## config.mk

```make
export PLATFORM = sky130hd
export DESIGN_NAME = pdma_blkbuf
export DESIGN_NICKNAME = d
export VERILOG_FILES = /design/src/rtl/pdma_blkbuf.sv
export SDC_FILE = /design/constraint.sdc
export NUM_CORES = 1
export LEC_CHECK = 0
export ABC_AREA = 1
export BUFFER_PORTS_ARGS = -buffer_cell sky130_fd_sc_hd__buf_2
export CORE_MARGIN = 2
export CORE_UTILIZATION = 40
export CTS_CLUSTER_SIZE = 12
export DETAILED_ROUTE_END_ITERATION = 8
export PLACE_DENSITY = 0.67
export SYNTH_ARGS = -nofsm -noshare
export SYNTH_HDL_FRONTEND = slang
export SYNTH_SLANG_ARGS = --single-unit
```

## constraint.sdc

```tcl
create_clock -name clk -period 6.9 [get_ports clk]
set_clock_uncertainty 0.15 [all_clocks]
set_input_delay 0.345 -clock clk [delete_from_list [all_inputs] [get_ports clk]]
set_output_delay 0.345 -clock clk [all_outputs]
set_load 0.005 [all_outputs]
```

## src/rtl/pdma_blkbuf.sv

```systemverilog
module pdma_blkbuf #(
  parameter int BLK_BYTES = 128
) (
  input  logic       clk,
  input  logic       rst_n,
  input  logic [3:0] reg_addr,
  input  logic       reg_wr,
  input  logic       reg_rd,
  input  logic [7:0] reg_wdata,
  output logic [7:0] reg_rdata,
  input  logic [7:0] sin_data,
  input  logic       sin_valid,
  output logic       sin_ready,
  output logic [7:0] sout_data,
  output logic       sout_valid,
  input  logic       sout_ready,
  input  logic       core_irq,
  output logic       irq
);
  localparam int PW = $clog2(BLK_BYTES);
  localparam logic [3:0] A_DATA = 4'd8;
  localparam logic [3:0] A_CTRL = 4'd9;
  localparam logic [3:0] A_CNT  = 4'd10;

  logic [7:0]    mem [BLK_BYTES];
  logic [PW-1:0] ptr;
  logic [7:0]    blk_cnt;
  logic active, dir_rd, host_own, end_dma, irq_flag;

  logic not_ready, host_acc, scsi_acc, step, at_last, blk_done, start, abort, ctrl_wr, buf_wr;

  assign not_ready  = active & ~host_own;
  assign sin_ready  = active & dir_rd & ~host_own;
  assign sout_valid = active & ~dir_rd & ~host_own;
  assign sout_data  = mem[ptr];
  assign host_acc   = active & host_own & (reg_addr == A_DATA) & (dir_rd ? reg_rd : reg_wr);
  assign scsi_acc   = dir_rd ? (sin_valid & sin_ready) : (sout_valid & sout_ready);
  assign step       = host_acc | scsi_acc;
  assign at_last    = ptr == PW'(BLK_BYTES - 1);
  assign blk_done   = at_last & (dir_rd ? host_acc : scsi_acc);
  assign start      = ~active & reg_wr & (reg_addr == A_CNT) & (reg_wdata != 8'd0);
  assign abort      = active & core_irq;
  assign ctrl_wr    = ~active & reg_wr & (reg_addr == A_CTRL);
  assign buf_wr     = dir_rd ? scsi_acc : host_acc;
  assign irq        = irq_flag;

  always_ff @(posedge clk) begin
    if (!rst_n) begin
      ptr <= '0; blk_cnt <= '0; active <= 1'b0; dir_rd <= 1'b0;
      host_own <= 1'b0; end_dma <= 1'b0; irq_flag <= 1'b0;
    end else begin
      if (start) begin
        active <= 1'b1; blk_cnt <= reg_wdata; ptr <= '0;
        host_own <= ~dir_rd; end_dma <= 1'b0;
      end else if (abort) begin
        active <= 1'b0; irq_flag <= 1'b1;
      end else if (step) begin
        ptr <= at_last ? '0 : ptr + 1'b1;
        if (at_last) host_own <= ~host_own;
        if (blk_done) begin
          blk_cnt <= blk_cnt - 1'b1;
          if (blk_cnt == 8'd1) begin
            active <= 1'b0; end_dma <= 1'b1; irq_flag <= 1'b1;
          end
        end
      end
      if (ctrl_wr) begin
        dir_rd <= reg_wdata[6]; irq_flag <= 1'b0; end_dma <= 1'b0;
      end
    end
  end

  always_ff @(posedge clk)
    if (buf_wr) mem[ptr] <= dir_rd ? sin_data : reg_wdata;

  always_comb begin
    case (reg_addr)
      A_DATA:  reg_rdata = (active & dir_rd & host_own) ? mem[ptr] : 8'h00;
      A_CTRL:  reg_rdata = {~active, 4'b0000, not_ready, end_dma, irq_flag};
      A_CNT:   reg_rdata = blk_cnt;
      default: reg_rdata = 8'h00;
    endcase
  end

  AST_START_LOADS: assert property (@(posedge clk) disable iff (!rst_n)
    (!active && reg_wr && reg_addr == A_CNT && reg_wdata != 8'd0) |=> (active && blk_cnt == $past(reg_wdata)));
  AST_CNT_STEP: assert property (@(posedge clk) disable iff (!rst_n)
    (active && !start) |=> (blk_cnt == $past(blk_cnt) || blk_cnt == $past(blk_cnt) - 8'd1));
  AST_END_AT_ZERO: assert property (@(posedge clk) disable iff (!rst_n)
    $rose(end_dma) |-> (blk_cnt == 8'd0 && irq && !active));
  AST_ABORT_STOPS: assert property (@(posedge clk) disable iff (!rst_n)
    (active && core_irq) |=> (!active && irq && !end_dma));
endmodule

```

== After elaboration in Yosys (flattened, before gate mapping) ==
Memory sizes are Yosys's and may differ from the RTL's. A register that Yosys moved wholly into a read port is not among the register bits.
Cells that the tools add are included.

* Register bits after elaboration: 20
* RAM bits: 1024
* Input port bits: 27
* Output and inout bits: 19
* Memories: 1

* Add/subtract/negate cells: 2
* Eq/ne operators: 6
* Multiplexer cells: 29
* Bitwise operators: 24
* Reductions and logical operators: 19

{| class="wikitable"
|+ Memories
! memory !! words !! width !! rd ports !! clocked after Yosys merged registers in !! write ports !! RTL line !! RTL
|-
| mem || 128 || 8 || 1 || 1 || 1 || 25 || <nowiki>logic [7:0] mem [BLK_BYTES];</nowiki>
|}

{| class="wikitable"
|+ Operators by type and width
! kind !! count
|-
| $mux W8 || 6
|-
| $pmux W8 S3 || 1
|-
| $mux W7 || 3
|-
| $mux W1 || 19
|-
| $and A1 B1 Y1 || 17
|-
| $eq A4 B4 Y1 const B || 3
|-
| $reduce_bool A2 Y1 || 6
|-
| $reduce_and A3 Y1 || 3
|-
| $reduce_bool A3 Y1 || 3
|-
| $eq A8 B1 Y1 const B || 1
|-
| $reduce_and A4 Y1 || 2
|-
| $reduce_bool A8 Y1 || 1
|-
| $sub A8 B1 Y8 const B || 1
|-
| $add A7 B1 Y7 const B || 1
|-
| $eq A7 B7 Y1 const B || 1
|-
| $not A1 Y1 || 6
|-
| $reduce_or A2 Y1 || 2
|-
| $reduce_or A3 Y1 || 1
|-
| $ne A2 B2 Y1 const B || 1
|-
| $reduce_and A2 Y1 || 1
|-
| $or A1 B1 Y1 || 1
|}

== Longest topological paths before layout ==
Gate-level depths: netlist of run 1.

* Word-level depth: 11
* Mapped depth: 14
* Depth with buffers taken out: 11

== Worst setup path after synthesis of run 1 ==
OpenSTA, ideal clock, no wires.

* Path type: register -> register
* Start point: register dir_rd
* End point: memory mem[0][5], data pin
* Setup time: 1197 ps
* Arrival: 5720 ps
* Slack: -167 ps
* Stages on the path, launching flop included: 4
* Buffers on the path: 2
* Clock period less this slack: 7067 ps
* Cell sequence: dfxtp_1 buf_2 clkbuf_1 o21ai_0

* Longest elaborated chain between the ends: 1

{| class="wikitable"
|+ Ends and longest elaborated chain
! what !! RTL line !! RTL
|-
| start, declared || 28 || <nowiki>logic active, dir_rd, host_own, end_dma, irq_flag;</nowiki>
|-
| start signal, assigned || 49 || <nowiki>ptr <= '0; blk_cnt <= '0; active <= 1'b0; dir_rd <= 1'b0;</nowiki>
|-
| start signal, assigned || 68 || <nowiki>dir_rd <= reg_wdata[6]; irq_flag <= 1'b0; end_dma <= 1'b0;</nowiki>
|-
| $mux W8 || 74 || <nowiki>if (buf_wr) mem[ptr] <= dir_rd ? sin_data : reg_wdata;</nowiki>
|-
| end, declared || 25 ||
|}

No other way between the ends.

==> qor.txt, run 1 <==
reg-to-reg endpoint - mem[38][4]
# fillers - 9827
final wirelength - 113700 um
Data required, critical path - 6.40 ns
RSZ-0062 raised after global routing - no
Net Sw Frac - 20.66%
layout cells sized above 1 - 6.482%
final core occ - 44.17%
final hold vios - 0
GRT Resource Usage Total - 19.99%
Worst Hold Class - input port to flip-flop
CP max FO - 240
Critical Path End Type - primary output
Switching Power - 2.623 mW
hold slack final - 0.02984 ns
DIE AREA - 0.1115 mm^2
Sequential Power Share - 55.4%
via count - 29022
Final HPWL DP - 63590 um
Num CTS Buffers - 107
Clock transition at path regs - 0.06 ns
grt ovf - 0
# IOs - 46
initial antenna violation count - 3
internal power - 10.07 mW
I/O Buffers - 45
post-synthesis sequential area ratio - 71.87%
Tot Pwr - 12.70 mW
static leakage - 16.49 nW
row count - 121
Area growth, synth to finish - 9.981%
Final Setup Violations - 0
outcome - finished, final reports clean
WP data arrival - 4.37 ns
initial drt markers - 4155
ranking of synthesized cells by area - edfxtp_1 71%, nand3_1 11%, nand2_1 11%, buf_2 1.5%, nor2_1 1.3%
Max Fclk - 205.7 MHz
RR Startpoint - dir_rd
Mapped Area - 0.04354 mm^2
total iterations of the first detailed-routing run - 5
Vias/cell - 5.539
TNS Setup - 0 ns
root cell of the clock tree - clkbuf_16
vias in the first global route - 27380
Starting Density - 40.16%
clk sinks - 1051
maximum clock path buffer count - 3
Final Max Tran Viols - 0
YS warnings - 0
Clk pwr share - 42.1%
mean post-synth cell area - 11.47 um^2
die height - 333.9 um
core footprint - 0.1084 mm^2
Placer Congestion - 0.8421
area share of the largest cell type after synthesis - 70.63%
Slew @ Worst Pin - 1.307 ns
Clock Latency Late Sink - 0.69 ns
residual DRC count - 0
startpoint types - flip-flop
first-pass GRT wire length - 171100 um
Routed Antenna Nets - 0
Diodes inserted - 0
CTS tree - built
crit path capture - reg_rdata[3]
Cell variety after synth - 37
max_cap viols - 0
Avg WL per Cell - 21.69 um
number of synthesized register bits - 1051
PwrDens - 265.2 mW/mm^2
Setup WS pre-CTS - 2.767 ns
syn nets - 3826
cell taking the most area after synthesis - edfxtp_1
fin worst setup slack - 2.040 ns
H-tree depth - 3
postcts setup bufs - 0
worst hold path depth - 5
largest net degree at the start of global routing - 241
r2r worst-path depth - 6
reg2reg setup slack - 2.92 ns
period utilization - 70.44%
Slew Limit Headroom - 12.83%
NumNets Final - 3786
power share of the combinational group - 2.5%
Post-Syn Instances - 3796
critical path class - flip-flop to primary output
Die W - 333.9 um
Worst IR Drop VDD - 0.2164 mV
Final Critical Period - 4.860 ns
## power groups by stage
stage | combinational (mW) | sequential, mW | clock (mW)
after global placement | 0.306 | 7.17 | 0
after detailed placement | 0.310 | 7.17 | 0
after floorplan | 0.170 | 7.21 | 0
final | 0.315 | 7.04 | 5.34
after global routing | 0.342 | 7.04 | 5.64
after CTS | 0.314 | 7.04 | 5.40
## cells in the final DEF (no fill, tap or decap), types with 3 or more instances in the layout
master,n
buf_12,3
bufinv_16,3
xor2_1,5
ha_1,3
nand4_1,3
clkbuf_1,35
inv_6,3
o21ai_0,14
inv_1,55
clkinv_1,13
nand2_1,1224
clkbuf_16,107
dlygate4sd3_1,8
dfxtp_1,23
a21oi_1,19
edfxtp_1,1024
nor3_1,9
dfxtp_4,3
nand2_2,8
buf_2,45
clkinv_2,10
o22ai_1,3
nand3_2,3
nor2_1,152
clkinv_16,3
and2_1,9
nand3_1,969
buf_4,32
nor4_1,3
o21ai_4,7
inv_2,3
## final cells by class
type | instances | area (um^2) | share of cell area [%]
multi-input combinational | 2447 | 10770 | 22.49
clock inverter | 35 | 345.3 | 0.7212
sequential | 1051 | 31300 | 65.37
inverter | 61 | 255.2 | 0.5331
timing repair buffer | 88 | 605.6 | 1.265
tap | 1414 | 1769 | 3.695
clock buffer | 144 | 2836 | 5.924
## cell families after synthesis
logic type / share of synthesized area, %
and+or+nand+nor: 23.58
DFF: 71.87
buffers and inverters: 3.595
AOI/OAI and AO/OA: 0.7444
xor gates and xnor gates: 0.1207
adders and majority gates: 0.08623
## metrics by stage
stage / std cells / instance area (um^2)
3_5_place_dp: 5053 / 44620
4_1_cts: 5240 / 47880
3_3_place_gp: 5053 / 44620
6_report: 5240 / 47880
2_1_floorplan: 3796 / 43540
5_1_grt: 5240 / 47880
## metal layers
metal | up-vias | wire length [um] | global-route usage (%)
met2 | 1422 | 52260 | 30.97
li1 | 13225 | - | -
met3 | 237 | 10650 | 3.311
met5 | - | 20 | 0
met1 | 14134 | 47010 | 28.68
met4 | 4 | 3744 | 6.699
## critical path, stage by stage, from the launching register on
cell and delay, ns:
dfxtp_4 0.52, inv_16 0.65, buf_4 0.87, nand2_1 0.12, nand3_1 0.11, nand3_1 0.08
nand3_1 0.10, nand2_1 0.06, nand2_1 0.18, nand3_1 0.24, nand3_1 0.25, nand3_1 0.09
nand2_1 0.08, buf_2 0.11
## synthesized netlist by cell type
cell type	number
o211ai_1	1
inv_2	4
o21bai_1	2
nor3_1	9
o21ai_2	1
nor2_2	2
edfxtp_1	1024
ha_1	3
nand3_2	3
inv_6	1
a21oi_2	1
nand4_1	3
nand2_1	1225
nand3_1	969
buf_2	131
buf_6	16
o21ai_0	21
xor2_1	5
o22ai_1	3
nor4_1	3
buf_1	22
clkbuf_4	1
inv_1	56
o2111ai_4	1
nor2_1	152
o21ai_1	2
and2_1	9
a211oi_2	1
dfxtp_1	27
nand2_2	8
nor2_4	1
and3_1	1
xnor2_1	1
clkbuf_1	26
a21oi_1	19
a21oi_4	1
buf_4	41
## repair_timing
item,in CTS,in global routing
gates resized for setup,0,0
hold buffers,8,0
hold endpoints to repair,13,0
## worst min-delay path by stage
stage | startpoint | endpoint | slack [ns]
5_1_grt | reg_wdata[4] | blk_cnt[4] | 0.06
6_report | reg_wdata[4] | blk_cnt[4] | 0.03
3_3_place_gp | host_own | host_own | 0.33
2_1_floorplan | end_dma | end_dma | 0.28
4_1_cts | reg_wdata[4] | blk_cnt[4] | 0.001
3_5_place_dp | blk_cnt[7] | blk_cnt[7] | 0.34
## state kept, by name (all words and copies together) (netlist names), named ones only
signal    count
mem        1024
ptr           7
blk_cnt       8
dir_rd        1
host_own      1
active        1
end_dma       1
irq           1
Note: power is estimated with default switching activity, not from simulation.
==> run 2: changes to the inputs <==
- PLACE_DENSITY: 0.67 -> 0.65
- clock period: 6.9 -> 5.1 ns (I/O delays scaled with it)
==> qor.txt, run 2 (synthesis results as in run 1) <==
outcome - finished, final reports clean
largest net degree at the start of global routing - 170 (-29%)
Die W - 333.9 um (unchanged)
final hold vios - 0 (unchanged)
die height - 333.9 um (unchanged)
static leakage - 16.59 nW (+0.59%)
PwrDens - 355.0 mW/mm^2 (+34%)
CP Buf/Inv Count - 2 (-1)
most numerous cell on the critical path - nand3_1
Clock transition at path regs - 0.06 ns (about the same)
Max Fclk - 240.9 MHz
vias in the first global route - 27700 (+1.2%)
DIE AREA - 0.1115 mm^2 (unchanged)
Slew Limit Headroom - 29.84% (+17 points)
hold slack final - 0.07108 ns (+0.04124 ns)
RSZ-0062 raised after global routing - no
residual DRC count - 0 (unchanged)
postcts setup bufs - 0 (unchanged)
most flop-heavy register - mem
Critical Path Stages - 12 (-1)
Data required, critical path - 4.70 ns (-1.70 ns)
H-tree depth - 3 (unchanged)
Final HPWL DP - 62070 um (-2.4%)
initial antenna violation count - 2 (-1)
via count - 28759 (-0.91%)
grt ovf - 0 (unchanged)
first-pass GRT wire length - 170100 um (-0.59%)
Clock Latency Late Sink - 0.67 ns (-0.02 ns)
root cell of the clock tree - clkbuf_16
Num CTS Buffers - 105 (-1.9%)
Final Critical Period - 4.152 ns
Slew @ Worst Pin - 1.052 ns (-0.2551 ns)
Area growth, synth to finish - 10.45%
Worst path slowest cell - buf_4
Diodes inserted - 0 (unchanged)
Avg WL per Cell - 21.54 um (-0.71%)
maximum clock path buffer count - 3 (unchanged)
initial drt markers - 3257 (-22%)
row count - 121 (unchanged)
CP max FO - 90 (-63%)
max_cap viols - 0 (unchanged)
number of cells in the finished layout apart from fillers - 5251 (+0.21%)
core footprint - 0.1084 mm^2 (unchanged)
clk sinks - 1051 (unchanged)
max reg flops - 1024 (unchanged)
Worst IR Drop VDD - 0.2649 mV (+22%)
worst hold path depth - 6 (+1)
startpoint types - flip-flop
cell count after placement - 5061 (+0.16%)
Final Max Tran Viols - 0 (unchanged)
# IOs - 46 (unchanged)
CTS tree - built
Placer Congestion - 0.8986 (+6.7%)
NumNets Final - 3804 (+0.48%)
critical path class - flip-flop to primary output
layout cells sized above 1 - 6.489% (+0.0075 points)
family with the most delay on the worst path - simple AND/OR/NAND/NOR gates
WP data arrival - 3.75 ns (-0.62 ns)
Worst Hold Class - input port to flip-flop
Largest regs - mem: 1024 flops, blk_cnt: 8 flops, ptr: 7 flops
total iterations of the first detailed-routing run - 6 (+1)
final wirelength - 113100 um (-0.50%)
commonest cells after routing, fill and taps aside - 1224 x nand2_1, 1024 x edfxtp_1, 969 x nand3_1, 152 x nor2_1, 108 x clkbuf_16
commonest non-fill, non-tap cell in the layout - nand2_1
Critical Path End Type - primary output
crit-path cells - buf_4 -> nand2_1 -> nand3_1 -> nand3_1 -> nand3_1 -> nand2_1 -> nand2_1 -> nand3_1 -> nand3_1 -> nand3_1 -> nand2_1 -> buf_2
GRT Resource Usage Total - 19.96% (-0.026 points)
period utilization - 81.41%
Vias/cell - 5.477 (-1.1%)
slowest stage delay, CP - 0.80 ns (-0.07 ns)
Routed Antenna Nets - 0 (unchanged)
r2r worst-path depth - 6 (unchanged)
I/O Buffers - 45 (unchanged)
Starting Density - 40.16% (unchanged)
Final Setup Violations - 0 (unchanged)
==> run 2: cell types whose count changed in the layout (fill, tap and decap cells not counted), sizes merged <==
cell / delta
buf: +8
clkbuf: -5
clkinv: -3
clkinvlp: -1
bufinv: -1
inv: +1
dlygate4sd3: +12
==> run 2: worst min-delay path, cell delays in order <==
cell	delay, ns
buf_2	0.13
o2111ai_4	0.16
nand3_1	0.13
nand2_1	0.06
nand2_1	0.06
a21oi_1	0.05
==> run 2: repair_timing <==
item | in CTS | in global routing
hold buffers | 20 | 0
hold endpoints to repair | 25 | 0
resized for setup | 0 | 0
==> run 2: path summary, 6_finish.rpt <==
kind,startpoint,end,slack (ns)
setup / recovery,flip-flop,reg_rdata[5],0.95
hold / removal,reg_wr,host_own,0.07
setup reg to reg,dir_rd,mem[28][6],1.46
hold reg to reg,end_dma,end_dma,0.33
==> run 2: layer usage <==
metal / vias up / share of wire, % / GRT usage, % / wire length, um
met5: - / 0.020 / 0 / 23
met1: 14077 / 41 / 27.55 / 46770
li1: 13269 / - / - / -
met4: 4 / 3.2 / 7.284 / 3580
met3: 200 / 7.7 / 2.830 / 8764
met2: 1209 / 48 / 32.28 / 53960
==> run 2: metrics by stage <==
step	area (um^2)	utilization [%]	total power, mW	worst slack [ns]	TNS, ns
CTS	48090	44.36	17.15	1.053	0
detailed placement	44830	41.36	10.15	1.548	0
global placement	44830	41.36	10.15	1.646	0
global route	48090	44.36	17.51	0.7955	0
finish	48090	44.36	17.07	0.9482	0
floorplan	43540	-	9.985	-1.967	-1630.15
==> run 2: layout make-up <==
| type | count | area [um^2] |
|---|---|---|
| multi-input cells | 2447 | 10770 |
| repair buffers | 108 | 935.9 |
| flip-flops and latches | 1051 | 31300 |
| inverters | 61 | 255.2 |
| fillers | 9836 | 60310 |
| clock inverters | 31 | 237.7 |
| clock buffers | 139 | 2819 |
| well taps | 1414 | 1769 |
==> run 2: report_power, final <==
group          internal (mW)  switching (mW)  leakage [nW]
clock                   3.95            3.15          1.49
combinational         0.0908           0.370          5.68
sequential              9.51         0.00426          9.42
